### src/rtl/rxfb_pkg.sv
package rxfb_pkg;
  localparam int unsigned STAT_TX  = 0;
  localparam int unsigned STAT_RX  = 3;
  localparam int unsigned STAT_OVF = 7;
  localparam int unsigned CTRL_LOCK = 2;

  typedef enum logic [1:0] {
    FILL_IDLE,
    FILL_PAY,
    FILL_TRAIL
  } fill_st_e;
endpackage

### src/rtl/rxfb_store.sv
module rxfb_store #(
  parameter int unsigned DEPTH = 144,
  parameter int unsigned DW    = 8,
  parameter int unsigned AW    = 8
) (
  input  logic          clk_i,
  input  logic          rst_ni,
  input  logic          we_i,
  input  logic [AW-1:0] waddr_i,
  input  logic [DW-1:0] wdata_i,
  input  logic [AW-1:0] raddr_i,
  output logic [DW-1:0] rdata_o
);
  logic [DW-1:0] mem_q [DEPTH];

  for (genvar g = 0; g < DEPTH; g++) begin : g_cell
    always_ff @(posedge clk_i or negedge rst_ni) begin
      if (!rst_ni) mem_q[g] <= '0;
      else if (we_i && (waddr_i == AW'(g))) mem_q[g] <= wdata_i;
    end
  end

  assign rdata_o = (raddr_i < AW'(DEPTH)) ? mem_q[raddr_i] : '0;
endmodule

### src/rtl/rxfb_fill.sv
module rxfb_fill
  import rxfb_pkg::*;
#(
  parameter int unsigned DW      = 8,
  parameter int unsigned AW      = 8,
  parameter int unsigned MAX_LEN = 141
) (
  input  logic          clk_i,
  input  logic          rst_ni,
  input  logic          lock_i,
  input  logic          start_i,
  input  logic [DW-1:0] len_i,
  input  logic          valid_i,
  input  logic [DW-1:0] data_i,
  input  logic          end_i,
  input  logic [DW-1:0] lqi_i,
  input  logic [DW-1:0] rssi_i,
  output logic          we_o,
  output logic [AW-1:0] waddr_o,
  output logic [DW-1:0] wdata_o,
  output logic          done_o,
  output logic          ovf_o
);
  localparam logic [DW-1:0] MAX_B = DW'(MAX_LEN);

  fill_st_e      st_q, st_d;
  logic [AW-1:0] lim_q, lim_d, cnt_q, cnt_d;
  logic [DW-1:0] rssi_q, rssi_d;
  logic [DW-1:0] len_clamp;

  assign len_clamp = (len_i > MAX_B) ? MAX_B : len_i;

  always_comb begin
    st_d    = st_q;
    lim_d   = lim_q;
    cnt_d   = cnt_q;
    rssi_d  = rssi_q;
    we_o    = 1'b0;
    waddr_o = '0;
    wdata_o = '0;
    done_o  = 1'b0;
    ovf_o   = 1'b0;
    if (lock_i) begin
      st_d = FILL_IDLE;            // lockout abandons any frame in flight
    end else if (start_i) begin
      we_o    = 1'b1;
      wdata_o = len_clamp;
      ovf_o   = (len_i > MAX_B);
      lim_d   = AW'(len_clamp);
      cnt_d   = '0;
      st_d    = FILL_PAY;
    end else begin
      unique case (st_q)
        FILL_PAY: begin
          if (end_i) begin
            we_o    = 1'b1;
            waddr_o = lim_q + AW'(1);
            wdata_o = lqi_i;
            rssi_d  = rssi_i;
            st_d    = FILL_TRAIL;
          end else if (valid_i && (cnt_q < lim_q)) begin
            we_o    = 1'b1;
            waddr_o = cnt_q + AW'(1);
            wdata_o = data_i;
            cnt_d   = cnt_q + AW'(1);
          end
        end
        FILL_TRAIL: begin
          we_o    = 1'b1;
          waddr_o = lim_q + AW'(2);
          wdata_o = rssi_q;
          done_o  = 1'b1;
          st_d    = FILL_IDLE;
        end
        default: ;
      endcase
    end
  end

  always_ff @(posedge clk_i or negedge rst_ni) begin
    if (!rst_ni) begin
      st_q   <= FILL_IDLE;
      lim_q  <= '0;
      cnt_q  <= '0;
      rssi_q <= '0;
    end else begin
      st_q   <= st_d;
      lim_q  <= lim_d;
      cnt_q  <= cnt_d;
      rssi_q <= rssi_d;
    end
  end
endmodule

### src/rtl/rxfb_irq.sv
module rxfb_irq #(
  parameter int unsigned   DW      = 8,
  parameter logic [DW-1:0] SRC_MSK = 8'h09
) (
  input  logic          clk_i,
  input  logic          rst_ni,
  input  logic [DW-1:0] set_i,
  input  logic          clr_i,
  input  logic          mask_we_i,
  input  logic [DW-1:0] mask_wdata_i,
  output logic [DW-1:0] stat_o,
  output logic [DW-1:0] mask_o,
  output logic          irq_no
);
  logic [DW-1:0] stat_q, mask_q;

  always_ff @(posedge clk_i or negedge rst_ni) begin
    if (!rst_ni) begin
      stat_q <= '0;
      mask_q <= SRC_MSK;
    end else begin
      stat_q <= (clr_i ? '0 : stat_q) | set_i;  // new events outlive the clear
      if (mask_we_i) mask_q <= mask_wdata_i & SRC_MSK;
    end
  end

  assign stat_o = stat_q;
  assign mask_o = mask_q;
  assign irq_no = ~|(stat_q & ~mask_q & SRC_MSK);
endmodule

### src/rtl/rxfb_top.sv
module rxfb_top
  import rxfb_pkg::*;
#(
  parameter int unsigned DEPTH = 144,
  parameter int unsigned DW    = 8,
  parameter int unsigned AW    = $clog2(DEPTH + 3)
) (
  input  logic          clk_i,
  input  logic          rst_ni,
  input  logic          frm_start_i,
  input  logic [DW-1:0] frm_len_i,
  input  logic          frm_valid_i,
  input  logic [DW-1:0] frm_data_i,
  input  logic          frm_end_i,
  input  logic [DW-1:0] frm_lqi_i,
  input  logic [DW-1:0] frm_rssi_i,
  input  logic          tx_done_i,
  input  logic          reg_we_i,
  input  logic          reg_re_i,
  input  logic [AW-1:0] reg_addr_i,
  input  logic [DW-1:0] reg_wdata_i,
  output logic [DW-1:0] reg_rdata_o,
  output logic          irq_no
);
  localparam int unsigned   MAX_LEN   = DEPTH - 3;
  localparam logic [AW-1:0] ADDR_STAT = AW'(DEPTH);
  localparam logic [AW-1:0] ADDR_MASK = AW'(DEPTH + 1);
  localparam logic [AW-1:0] ADDR_CTRL = AW'(DEPTH + 2);
  localparam logic [DW-1:0] SRC_MSK   = DW'((1 << STAT_TX) | (1 << STAT_RX));

  logic          lock_q;
  logic          fill_we, fill_done, fill_ovf;
  logic [AW-1:0] fill_addr;
  logic [DW-1:0] fill_data, buf_rdata, stat_q, mask_q, set_vec, rd_mux, rdata_q;
  logic          rd_stat;

  rxfb_fill #(.DW(DW), .AW(AW), .MAX_LEN(MAX_LEN)) u_fill (
    .clk_i, .rst_ni,
    .lock_i  (lock_q),
    .start_i (frm_start_i),
    .len_i   (frm_len_i),
    .valid_i (frm_valid_i),
    .data_i  (frm_data_i),
    .end_i   (frm_end_i),
    .lqi_i   (frm_lqi_i),
    .rssi_i  (frm_rssi_i),
    .we_o    (fill_we),
    .waddr_o (fill_addr),
    .wdata_o (fill_data),
    .done_o  (fill_done),
    .ovf_o   (fill_ovf)
  );

  rxfb_store #(.DEPTH(DEPTH), .DW(DW), .AW(AW)) u_store (
    .clk_i, .rst_ni,
    .we_i    (fill_we),
    .waddr_i (fill_addr),
    .wdata_i (fill_data),
    .raddr_i (reg_addr_i),
    .rdata_o (buf_rdata)
  );

  always_comb begin
    set_vec           = '0;
    set_vec[STAT_TX]  = tx_done_i;
    set_vec[STAT_RX]  = fill_done;
    set_vec[STAT_OVF] = fill_ovf;
  end

  assign rd_stat = reg_re_i && (reg_addr_i == ADDR_STAT);

  rxfb_irq #(.DW(DW), .SRC_MSK(SRC_MSK)) u_irq (
    .clk_i, .rst_ni,
    .set_i        (set_vec),
    .clr_i        (rd_stat),
    .mask_we_i    (reg_we_i && (reg_addr_i == ADDR_MASK)),
    .mask_wdata_i (reg_wdata_i),
    .stat_o       (stat_q),
    .mask_o       (mask_q),
    .irq_no       (irq_no)
  );

  always_comb begin
    if (reg_addr_i < ADDR_STAT)       rd_mux = buf_rdata;
    else if (reg_addr_i == ADDR_STAT) rd_mux = stat_q;
    else if (reg_addr_i == ADDR_MASK) rd_mux = mask_q;
    else if (reg_addr_i == ADDR_CTRL) rd_mux = DW'(lock_q) << CTRL_LOCK;
    else                              rd_mux = '0;
  end

  always_ff @(posedge clk_i or negedge rst_ni) begin
    if (!rst_ni) begin
      lock_q  <= 1'b0;
      rdata_q <= '0;
    end else begin
      if (reg_we_i && (reg_addr_i == ADDR_CTRL)) lock_q <= reg_wdata_i[CTRL_LOCK];
      if (reg_re_i) rdata_q <= rd_mux;
    end
  end

  assign reg_rdata_o = rdata_q;
endmodule

### config.mk
export PLATFORM = sky130hd
export DESIGN_NAME = rxfb_top
export DESIGN_NICKNAME = d
export VERILOG_FILES = /design/src/rtl/rxfb_pkg.sv /design/src/rtl/rxfb_store.sv /design/src/rtl/rxfb_fill.sv /design/src/rtl/rxfb_irq.sv /design/src/rtl/rxfb_top.sv
export SDC_FILE = /design/constraint.sdc
export NUM_CORES = 2
export LEC_CHECK = 0
export BUFFER_PORTS_ARGS = -buffer_cell sky130_fd_sc_hd__buf_2
export CAP_MARGIN = 30
export CORE_MARGIN = 5
export CORE_UTILIZATION = 57
export CTS_CLUSTER_DIAMETER = 50
export DETAILED_ROUTE_END_ITERATION = 6
export GPL_TIMING_DRIVEN = 0
export PLACE_DENSITY = 0.72
export SLEW_MARGIN = 30
export SYNTH_ARGS = -nofsm -noshare
export SYNTH_HDL_FRONTEND = slang
export SYNTH_SLANG_ARGS = --single-unit
### constraint.sdc
create_clock -name clk_i -period 3.1 [get_ports clk_i]
set_input_delay 0.155 -clock clk_i [delete_from_list [all_inputs] [get_ports clk_i]]
set_output_delay 0.155 -clock clk_i [all_outputs]
set_load 0.02 [all_outputs]
==> impl_metrics.yaml <==
setup_path:
  critPathCaptureType: "register"
  reg2reg_slack_ns: -0.49
  critPathBufInv: 6
  worstPathCellList: "ha_4 > a21oi_4 > o2111ai_4 > buf_4 > a21oi_4 > buf_6 > a211oi_4 > buf_6 > nand3_4 > buf_12 > buf_12 > nor3_4 > buf_12 > mux2_4"
  cp_slowest_cell: "dfrtp_2"
  cp_slowest_stage_delay_ns: 0.44
  rr_startpoint: "u_fill.cnt_q[5]"
  critPathTopFamily: "buffers and inverters"
  reg2regPathDepth: 14
  r2r_end: "u_store.mem_q[280]"
  crit_type: "register to register"
  crit_fanout: 8
  crit_top_cell: "buf_12"
  arrival_ns: 4.25
  cp-start-kind: "register"
  critical_path_required_ns: 3.75
timing:
  tightest_slew_ns: 1.12
  finalSetupTns_ns: -268.59
  finalSetupViolCount: 1163
  fmax_ghz: 0.278
  finalCriticalPeriod_ns: 3.59
  slew_headroom_pct: 25.5
  fin_crit_sh_pct: 116
  final_hold_viol_count: 0
  fin_ws_ns: -0.495
  drv_slew: 0
  fin_skew_ns: 0.0350
  rsz0062_at_grt: "true"
yosys:
  synth_top_family_by_area: "multiplexers"
  avgSynthCellArea_sq_um: 15.2
  synthArstFlopShare_pct: 100
  yosys_warnings: 0
  synthXorXnorAreaFrac_pct: 0.110
  synthAdderAreaFrac_pct: 0.270
  ys.flop_type: "dfrtp_1"
  muxShareOfSynthArea_pct: 36.2
  synth_compound_area_share_pct: 3.81
  synth_edf_count: 0
  seq_area_frac_synth_pct: 53.7
  synth_area_sq_um: 55500
  syn_inst: 3662
  syn_nets: 3730
  synth.distinct_cells: 86
  yosys.area_share.simple_pct: 3.68
  ys_seq_elements: 1192
clock_tree:
  cts_root_buf: "clkbuf_16"
  clock_latency_ns: 0.79
  path_clk_slew_ns: 0.05
  cts_tree: "done"
  cts_made_buffers: 136
  clock_path_buffers: 3
  clock-sinks: 1192
  cts_htree_levels: 4
floorplanning:
  fp.dieW_microns: 322
  die_area_sq_um: 104000
  initial_core_util_pct: 57.4
  core_area_sq_um: 96700
  io_pins: 65
  rows: 114
  die_y_microns: 322
run:
  drv_cap: 0
status:
  run_status: "finished, violations left"
  violations: "design-rule violations, negative setup slack"
drt:
  vias_per_cell: 7.33
  vias: 41400
  avgRoutedWirePerCell_microns: 42.3
  ant_nets: 0
  remaining_drc_errors: 7
  firstDrtPassIters: 7
  wl_mm: 239
  drt_iter0_drc: 6099
global_route:
  overflow: 0
  grt_max_degree: 122
  antenna_found_initial: 24
  grt_pass1_vias: 39800
  grt_pass1_wl_mm: 310
  grt_usage_pct: 43.0
placement:
  port_buffers: 53
  dp_hpwl_mm: 149
  dp_slack_ns: -2.29
  dpl.cell_count: 5051
  gp_congestion: 1.04
cells_and_area:
  fin_nets: 4312
  finalNonFillerCells: 5644
  final_common_cell: "dfrtp_1"
  utilization_pct: 74.9
  drive_gt1_share_pct: 60.1
  final_cell_mix: "1,183 x dfrtp_1, 746 x mux2_2, 423 x mux2_4"
  synthToLayoutAreaGrowth_pct: 30.4
power_and_ir_drop:
  p_per_area_nw_per_um2: 606
  power.total_w: 0.0439
  p_leak_nw: 34.1
  peakVddDrop_mv: 0.407
hold_path:
  hp-class: "primary input to async pin"
==> Yosys cell counts (10+ instances only) <==
cell         n  area (sq um)
nor2_1      39           146
mux2i_1     46           460
o21ai_0     30           150
nand2_1    135           507
a221oi_1    13           114
o21ai_1     10          50.1
inv_1       24          90.1
buf_2       48           240
a21oi_1     56           280
mux4_2     286          6440
a211oi_1    12          90.1
and2_1      21           131
nor2_2      10          62.6
nor3_1      20           100
ha_1        12           150
clkbuf_1   204           766
dfrtp_1   1190         29800
nor3_4      12           195
a22oi_1     72           541
nand3_1     25           125
mux2_2    1158         13000
nor4_1      12          75.1
buf_1       30           113
or3_1       10          62.6
==> where the power goes <==
group	leakage [nW]	switching, W	internal, W
Sequential	16.5	0.000564	0.0165
Combinational	15.4	0.00637	0.00399
Clock	2.19	0.00690	0.00955
==> worst max path at each step <==
| stage | from | to | slack (ns) | cells past startpoint |
|---|---|---|---|---|
| floorplan | u_fill.lim_q[2] | u_store.mem_q[168] | -0.14 | 11 |
| global placement | rst_ni | u_store.mem_q[742] | -24.59 | 1 |
| detailed placement | reg_addr_i[0] | reg_rdata_o[3] | -2.29 | 10 |
| CTS | u_fill.lim_q[2] | u_store.mem_q[177] | -0.25 | 12 |
| global route | u_fill.cnt_q[5] | u_store.mem_q[284] | -0.44 | 14 |
| finish | u_fill.cnt_q[5] | u_store.mem_q[280] | -0.49 | 14 |
==> cell families (layout without fill, tap and decap cells) <==
logic type | after synthesis | count (layout)
AO/OA/AOI/OAI | 287 | 288
XOR/XNOR | 7 | 7
adder cells (fa/ha/maj) | 12 | 12
buffers and inverters | 310 | 995
flip-flops | 1192 | 1192
multiplexers | 1501 | 1501
other | 0 | 19
AND/OR/NAND/NOR | 353 | 354
==> worst reg2reg max path: stages (launching register included) <==
cell and delay [ns]:
dfrtp_2 0.44, ha_4 0.30, a21oi_4 0.07, o2111ai_4 0.35, buf_4 0.19, a21oi_4 0.06
buf_6 0.15, a211oi_4 0.28, buf_6 0.17, nand3_4 0.16, buf_12 0.20, buf_12 0.14
nor3_4 0.43, buf_12 0.22, mux2_4 0.33
==> flip-flops by register name (all words and copies together) (netlist names) <==
signal,count
u_store.mem_q,1152
reg_rdata_o,8
u_fill.cnt_q,8
u_fill.lim_q,8
u_fill.rssi_q,8
u_irq.stat_o,3
u_fill.st_q,2
u_irq.mask_o,2
lock_q,1
==> repair_timing <==
action                                  4_1_cts  5_1_grt
endpoints found under the setup margin     1166     1160
hold endpoints to repair                    375        0
pin swaps                                    89       99
gates resized for setup                     664      794
gates cloned                                  5        8
setup buffers                               200      116
hold buffers                                 31        0
==> through the flow <==
| step | hold WS (ns) | instance area, sq um |
|---|---|---|
| CTS | 0.0509 | 68200 |
| detailed placement | 0.0882 | 59100 |
| global placement | 0.357 | 57500 |
| finish | 0.0347 | 72400 |
| global route | 0.0762 | 72400 |
| floorplan | -0.141 | 55700 |
==> layer usage <==
layer / wire, microns / track usage (%) / part of all wire (%) / vias up
li1: - / - / - / 15000
met1: 82800 / 55.8 / 35 / 21600
met2: 98200 / 59.5 / 41 / 3535
met3: 33500 / 16.1 / 14 / 1198
met4: 24100 / 31.1 / 10 / 16
met5: 163 / 0 / 0.068 / -
==> area by class of cell <==
| cell class | instances | area [sq um] |
|---|---|---|
| Antenna cell | 19 | 47.5 |
| Buffer | 266 | 2020 |
| Clock buffer | 207 | 4050 |
| Clock inverter | 36 | 430 |
| Fill cell | 5443 | 24300 |
| Inverter | 24 | 95.1 |
| Multi-Input combinational cell | 2162 | 28500 |
| Sequential cell | 1192 | 29800 |
| Tap cell | 1276 | 1600 |
| Timing Repair Buffer | 462 | 5860 |
No activity file was read; power rests on OpenSTA's default activity.
